===== src/rtl/slink_pkg.sv =====
package slink_pkg;

  typedef enum logic [3:0] {
    ST_TLR, ST_RTI,
    ST_SEL_DR, ST_CAP_DR, ST_SHF_DR, ST_EX1_DR, ST_PAU_DR, ST_EX2_DR, ST_UPD_DR,
    ST_SEL_IR, ST_CAP_IR, ST_SHF_IR, ST_EX1_IR, ST_PAU_IR, ST_EX2_IR, ST_UPD_IR
  } tapState_e;

  // strobes from the controller to the register datapath
  typedef struct packed {
    logic capIr;
    logic shfIr;
    logic updIr;
    logic capDr;
    logic shfDr;
    logic updDr;
    logic inReset;
    logic toIdle;
  } tapStrobe_t;

  function automatic tapState_e tapNext(input tapState_e s, input logic m);
    tapState_e n;
    case (s)
      ST_TLR:    n = m ? ST_TLR    : ST_RTI;
      ST_RTI:    n = m ? ST_SEL_DR : ST_RTI;
      ST_SEL_DR: n = m ? ST_SEL_IR : ST_CAP_DR;
      ST_CAP_DR: n = m ? ST_EX1_DR : ST_SHF_DR;
      ST_SHF_DR: n = m ? ST_EX1_DR : ST_SHF_DR;
      ST_EX1_DR: n = m ? ST_UPD_DR : ST_PAU_DR;
      ST_PAU_DR: n = m ? ST_EX2_DR : ST_PAU_DR;
      ST_EX2_DR: n = m ? ST_UPD_DR : ST_SHF_DR;
      ST_UPD_DR: n = m ? ST_SEL_DR : ST_RTI;
      ST_SEL_IR: n = m ? ST_TLR    : ST_CAP_IR;
      ST_CAP_IR: n = m ? ST_EX1_IR : ST_SHF_IR;
      ST_SHF_IR: n = m ? ST_EX1_IR : ST_SHF_IR;
      ST_EX1_IR: n = m ? ST_UPD_IR : ST_PAU_IR;
      ST_PAU_IR: n = m ? ST_EX2_IR : ST_PAU_IR;
      ST_EX2_IR: n = m ? ST_UPD_IR : ST_SHF_IR;
      ST_UPD_IR: n = m ? ST_SEL_DR : ST_RTI;
      default:   n = ST_TLR;
    endcase
    return n;
  endfunction

endpackage


===== src/rtl/slink_tap.sv =====
module slink_tap
  import slink_pkg::*;
(
  input  logic       tck,
  input  logic       trstN,
  input  logic       tms,
  output tapState_e  stateNow,
  output tapStrobe_t strobe
);

  tapState_e stateReg;
  tapState_e stateNxt;

  always_comb stateNxt = tapNext(stateReg, tms);

  always_ff @(posedge tck or negedge trstN) begin
    if (!trstN) stateReg <= ST_TLR;
    else        stateReg <= stateNxt;
  end

  always_comb begin
    strobe.capIr   = (stateReg == ST_CAP_IR);
    strobe.shfIr   = (stateReg == ST_SHF_IR);
    strobe.updIr   = (stateReg == ST_UPD_IR);
    strobe.capDr   = (stateReg == ST_CAP_DR);
    strobe.shfDr   = (stateReg == ST_SHF_DR);
    strobe.updDr   = (stateReg == ST_UPD_DR);
    strobe.inReset = (stateReg == ST_TLR);
    strobe.toIdle  = (stateNxt == ST_RTI) && (stateReg != ST_RTI);
  end

  assign stateNow = stateReg;

endmodule


===== src/rtl/slink_regs.sv =====
module slink_regs
  import slink_pkg::*;
#(
  parameter int NPATH = 4,
  parameter int IR_W  = 2
) (
  input  logic             tck,
  input  logic             trstN,
  input  logic             tdi,
  input  tapStrobe_t       strobe,
  output logic [NPATH-1:0] activeSel,
  output logic             ownOut
);

  localparam logic [IR_W-1:0] IR_CAPTURE = IR_W'(1);
  localparam logic [IR_W-1:0] IR_SELECT  = IR_W'(2);
  localparam logic [IR_W-1:0] IR_BYPASS  = '1;

  logic [IR_W-1:0]  irShift;
  logic [IR_W-1:0]  irHold;
  logic [NPATH-1:0] selShift;
  logic [NPATH-1:0] selPending;
  logic             bypassBit;
  logic             selInstr;

  assign selInstr = (irHold == IR_SELECT);

  // instruction shift stage, rising edge
  always_ff @(posedge tck or negedge trstN) begin
    if (!trstN)            irShift <= IR_CAPTURE;
    else if (strobe.capIr) irShift <= IR_CAPTURE;
    else if (strobe.shfIr) irShift <= {tdi, irShift[IR_W-1:1]};
  end

  // instruction hold stage, falling edge in Update-IR
  always_ff @(negedge tck or negedge trstN) begin
    if (!trstN)              irHold <= IR_BYPASS;
    else if (strobe.inReset) irHold <= IR_BYPASS;
    else if (strobe.updIr)   irHold <= irShift;
  end

  // path-select shift stage
  always_ff @(posedge tck or negedge trstN) begin
    if (!trstN)                        selShift <= '0;
    else if (strobe.capDr && selInstr) selShift <= activeSel;
    else if (strobe.shfDr && selInstr) selShift <= {tdi, selShift[NPATH-1:1]};
  end

  // written selection waits here until the next idle entry
  always_ff @(negedge tck or negedge trstN) begin
    if (!trstN)                        selPending <= '0;
    else if (strobe.inReset)           selPending <= '0;
    else if (strobe.updDr && selInstr) selPending <= selShift;
  end

  always_ff @(posedge tck or negedge trstN) begin
    if (!trstN)              activeSel <= '0;
    else if (strobe.inReset) activeSel <= '0;
    else if (strobe.toIdle)  activeSel <= selPending;
  end

  always_ff @(posedge tck or negedge trstN) begin
    if (!trstN)                         bypassBit <= 1'b0;
    else if (strobe.capDr && !selInstr) bypassBit <= 1'b0;
    else if (strobe.shfDr && !selInstr) bypassBit <= tdi;
  end

  always_comb begin
    if (strobe.shfIr)  ownOut = irShift[0];
    else if (selInstr) ownOut = selShift[0];
    else               ownOut = bypassBit;
  end

endmodule


===== src/rtl/slink_chain.sv =====
module slink_chain #(
  parameter int NPATH = 4
) (
  input  logic             tck,
  input  logic             trstN,
  input  logic             tms,
  input  logic             shiftAny,
  input  logic             ownOut,
  input  logic [NPATH-1:0] activeSel,
  input  logic [NPATH-1:0] secDataIn,
  output logic [NPATH-1:0] secDataOut,
  output logic [NPATH-1:0] secTms,
  output logic             tdo,
  output logic             tdoOe
);

  logic [NPATH:0] link;
  assign link[0] = ownOut;

  for (genvar i = 0; i < NPATH; i++) begin : g_path
    logic capBit;
    logic tmsGate;

    always_ff @(posedge tck or negedge trstN) begin
      if (!trstN)        capBit <= 1'b0;
      else if (shiftAny) capBit <= secDataIn[i];
    end

    always_ff @(negedge tck or negedge trstN) begin
      if (!trstN) begin
        secDataOut[i] <= 1'b0;
        tmsGate       <= 1'b0;
      end else begin
        secDataOut[i] <= link[i];
        tmsGate       <= activeSel[i];
      end
    end

    assign link[i+1] = activeSel[i] ? capBit : link[i];
    assign secTms[i] = tms & tmsGate;
  end

  always_ff @(negedge tck or negedge trstN) begin
    if (!trstN) begin
      tdo   <= 1'b0;
      tdoOe <= 1'b0;
    end else begin
      tdo   <= link[NPATH];
      tdoOe <= shiftAny;
    end
  end

endmodule


===== src/rtl/slink_top.sv =====
module slink_top
  import slink_pkg::*;
#(
  parameter int NPATH = 4,
  parameter int IR_W  = 2
) (
  input  logic             tck,
  input  logic             trstN,
  input  logic             tms,
  input  logic             tdi,
  output logic             tdo,
  output logic             tdoOe,
  output logic             secTck,
  output logic [NPATH-1:0] secTms,
  output logic [NPATH-1:0] secDataOut,
  input  logic [NPATH-1:0] secDataIn
);

  tapState_e        stateNow;
  tapStrobe_t       strobe;
  logic [NPATH-1:0] activeSel;
  logic             ownOut;
  logic             shiftAny;

  assign secTck   = tck;
  assign shiftAny = strobe.shfIr | strobe.shfDr;

  slink_tap u_tap (
    .tck(tck), .trstN(trstN), .tms(tms),
    .stateNow(stateNow), .strobe(strobe)
  );

  slink_regs #(.NPATH(NPATH), .IR_W(IR_W)) u_regs (
    .tck(tck), .trstN(trstN), .tdi(tdi), .strobe(strobe),
    .activeSel(activeSel), .ownOut(ownOut)
  );

  slink_chain #(.NPATH(NPATH)) u_chain (
    .tck(tck), .trstN(trstN), .tms(tms), .shiftAny(shiftAny),
    .ownOut(ownOut), .activeSel(activeSel), .secDataIn(secDataIn),
    .secDataOut(secDataOut), .secTms(secTms), .tdo(tdo), .tdoOe(tdoOe)
  );

endmodule


===== config.mk =====
export PLATFORM = sky130hd
export DESIGN_NAME = slink_top
export DESIGN_NICKNAME = d
export VERILOG_FILES = /design/src/rtl/slink_pkg.sv /design/src/rtl/slink_tap.sv /design/src/rtl/slink_regs.sv /design/src/rtl/slink_chain.sv /design/src/rtl/slink_top.sv
export SDC_FILE = /design/constraint.sdc
export NUM_CORES = 1
export LEC_CHECK = 0
export BUFFER_PORTS_ARGS = -buffer_cell sky130_fd_sc_hd__buf_4
export CAP_MARGIN = 5
export CORE_UTILIZATION = 40
export DETAILED_ROUTE_END_ITERATION = 10
export REMOVE_ABC_BUFFERS = 1
export SKIP_CTS_REPAIR_TIMING = 1
export SLEW_MARGIN = 40
export SYNTH_ARGS = -nofsm -noshare
export SYNTH_HDL_FRONTEND = slang
export SYNTH_SLANG_ARGS = --single-unit

===== constraint.sdc =====
create_clock -name tck -period 4.3 [get_ports tck]
set_input_delay 1.075 -clock tck [delete_from_list [all_inputs] [get_ports tck]]
set_output_delay 1.075 -clock tck [all_outputs]
set_load 0.01 [all_outputs]

==> run_results.csv <==
group,metric,value,unit
status,status,"finished, final reports clean",
grt,grt.overflow.total,0,
layout,areaGrowthSynthToFinish,21.23,%
placed_design,place_congestion,0.7676,
setup_path,worst-path-buf-inv,1,
setup_path,cp-start-kind,"register",
synthesis,synthesis.area,1662,um2
grt,track_usage,17.33,%
setup_path,crit_type,"reg2out",
placed_design,port_buffers,18,
power_and_ir_drop,power.density,731.3,nW/um2
layout,design_area,2014,um2
setup_path,max_stage_delay,0.40,ns
clock_network,clkTransAtPathRegs,0.05,ns
drt,drtIter0Drc,61,
floorplanning,start_util,41.54,%
drt,wl_per_cell,14.15,um
setup_path,reg2reg_slack,0.44,ns
placed_design,post-dp-hpwl,2195,um
floorplanning,ios,19,
setup_path,required,3.22,ns
placed_design,place_area,1854,um2
drt,firstDrtPassIters,4,
synthesis,synth_warnings,0,
synthesis,synthArstFlopShare,100.0,%
layout,final_util,50.36,%
synthesis,synth-edff-count,0,
drt,vias_per_cell,5.372,
power_and_ir_drop,total_leakage_power,0.9110,nW
synthesis,ys_seq_area_share,52.94,%
sta,setup_tns,0,ns
grt,antenna_found_initial,0,
floorplanning,die_x,66.45,um
flow_run,cap_violations,0,
sta,hold_viol,0,
floorplanning,core_area,4000,um2
sta,rsz0062_at_grt,"no",
setup_path,cp.arrival,3.19,ns
sta,slew_violations,0,
synthesis,postSynthAreaPerCell,10.65,um2
power_and_ir_drop,p_total,1.473,mW
drt,dr_total_vias,1241,
sta,slew_headroom,56.49,%
grt,grt_pass1_wl,5326,um
setup_path,cp_slowest_cell,"dfrtn_1",
drt,drc_errors,0,
setup_path,crit_fanout,1,
hold_path,min_path_type,"reg2reg",
grt,grt_pass1_vias,1146,
sta,worstMarginPinSlew,0.6433,ns
setup_path,crit_chain,"and2_4 -> buf_4",
synthesis,yosys_most_used_dff,"dfrtp_1",
layout,drive_above_1_share,28.73,%
setup_path,end_kind,"output port",
synthesis,synthCells,156,
floorplanning,dieArea,4416,um2
drt,wl,3269,um
sta,finClkSkew,0.06987,ns
grt,grt_max_degree,36,
synthesis,ys_ff_latch,35,
setup_path,cpLargestDelayFamily,"flip-flops",
floorplanning,rows,23,
sta,setup_viol_count_final,0,
layout,antenna-diode-count,0,
drt,ant_nets,0,
clock_network,cts_tree,"built",
layout,fillers,361,
floorplanning,dieHeight,66.45,um
power_and_ir_drop,peakVddDrop,0.0002986,V
synthesis,synth_cell_types,38,
clock_network,clock_latency,0.46,ns
sta,timing.hold.ws,0.4532,ns
layout,nNetsFinal,188,
## path summary, 6_finish.rpt
path | startpoint | to | cells after the start
worst max-delay path | u_chain.g_path[3].tmsGate | secTms[3] | 2
worst min-delay path | u_regs.selPending[3] | u_regs.selPending[3] | 1
worst max register to register | u_tap.stateNow[2] | u_chain.tdo | 4
worst min register to register | u_regs.selPending[3] | u_regs.selPending[3] | 1
max in group asynchronous | trstN | u_regs.irHold[1] | 1
min in group asynchronous | trstN | u_tap.stateNow[2] | 1
## logic make-up (layout without fill, tap and decap cells)
| logic type | after synthesis | in the layout | synth area share, % |
|---|---|---|---|
| mux | 16 | 16 | 10.17 |
| compound gates | 38 | 38 | 15.66 |
| buf+inv | 15 | 40 | 4.067 |
| simple gates | 52 | 52 | 17.17 |
| flops | 35 | 35 | 52.94 |
## cells in the mapped netlist (5+ instances only)
library cell / count / share of area, %
nor2_1: 16 / 3.6
mux2i_1: 9 / 5.4
o21ai_0: 9 / 2.7
a21oi_1: 11 / 3.3
mux2_2: 6 / 4.1
nand2_1: 10 / 2.3
dfrtp_1: 18 / 27
dfrtn_1: 14 / 21
buf_2: 6 / 1.8
inv_1: 5 / 1.1
## layer usage
layer / up-vias / wire length (um) / part of all wire (%) / track usage [%]
met5: - / 0 / 0 / 0
met4: 0 / 47 / 1.4 / 10.11
met3: 5 / 175 / 5.4 / 7.363
met2: 35 / 1508 / 46 / 24.49
met1: 599 / 1538 / 47 / 21.91
li1: 602 / - / - / -
## power by group
part,switching (mW),internal (mW)
sequential,0.111,0.459
combinational,0.263,0.249
clock,0.146,0.245
## cell usage in the layout, fill, tap and decap left out, types with 6 or more instances in the layout
cell       n
a21oi_1   11
mux2i_1    9
inv_1      6
mux2_2     6
nand2_1   10
o21ai_0    9
clkbuf_8   8
nor2_1    16
dfrtn_1   14
dfrtp_1   18
buf_4     23
## sequential cells by signal, indices dropped and copies added (netlist names)
register and flops:
u_regs.selShift 4, u_regs.selPending 4, u_regs.irShift 2, u_regs.irHold 2, u_chain.g_path.capBit 4, u_chain.secDataOut 4
u_chain.g_path.tmsGate 4, u_chain.tdoOe 1, u_chain.tdo 1, u_tap.stateNow 4, u_regs.bypassBit 1, u_regs.activeSel 4
## through the flow
stage                     setup WS, ns  cells
after global routing          0.001321    231
final                          0.03191    231
after floorplan                 0.4931    146
after CTS                      0.02202    231
after detailed placement        0.4569    219
after global placement          0.4964    219
## cell type report
class                   count  area, um2  share of cell area, %
multi-input cells         106      723.2                  35.90
inverters                   4      15.01                 0.7453
clock buffers               9      117.6                  5.839
flip-flops and latches     35      879.6                  43.66
clock inverters             5      51.30                  2.547
repair buffers             22      165.2                  8.199
well taps                  50      62.56                  3.106
(Power assumes the default switching activity.)
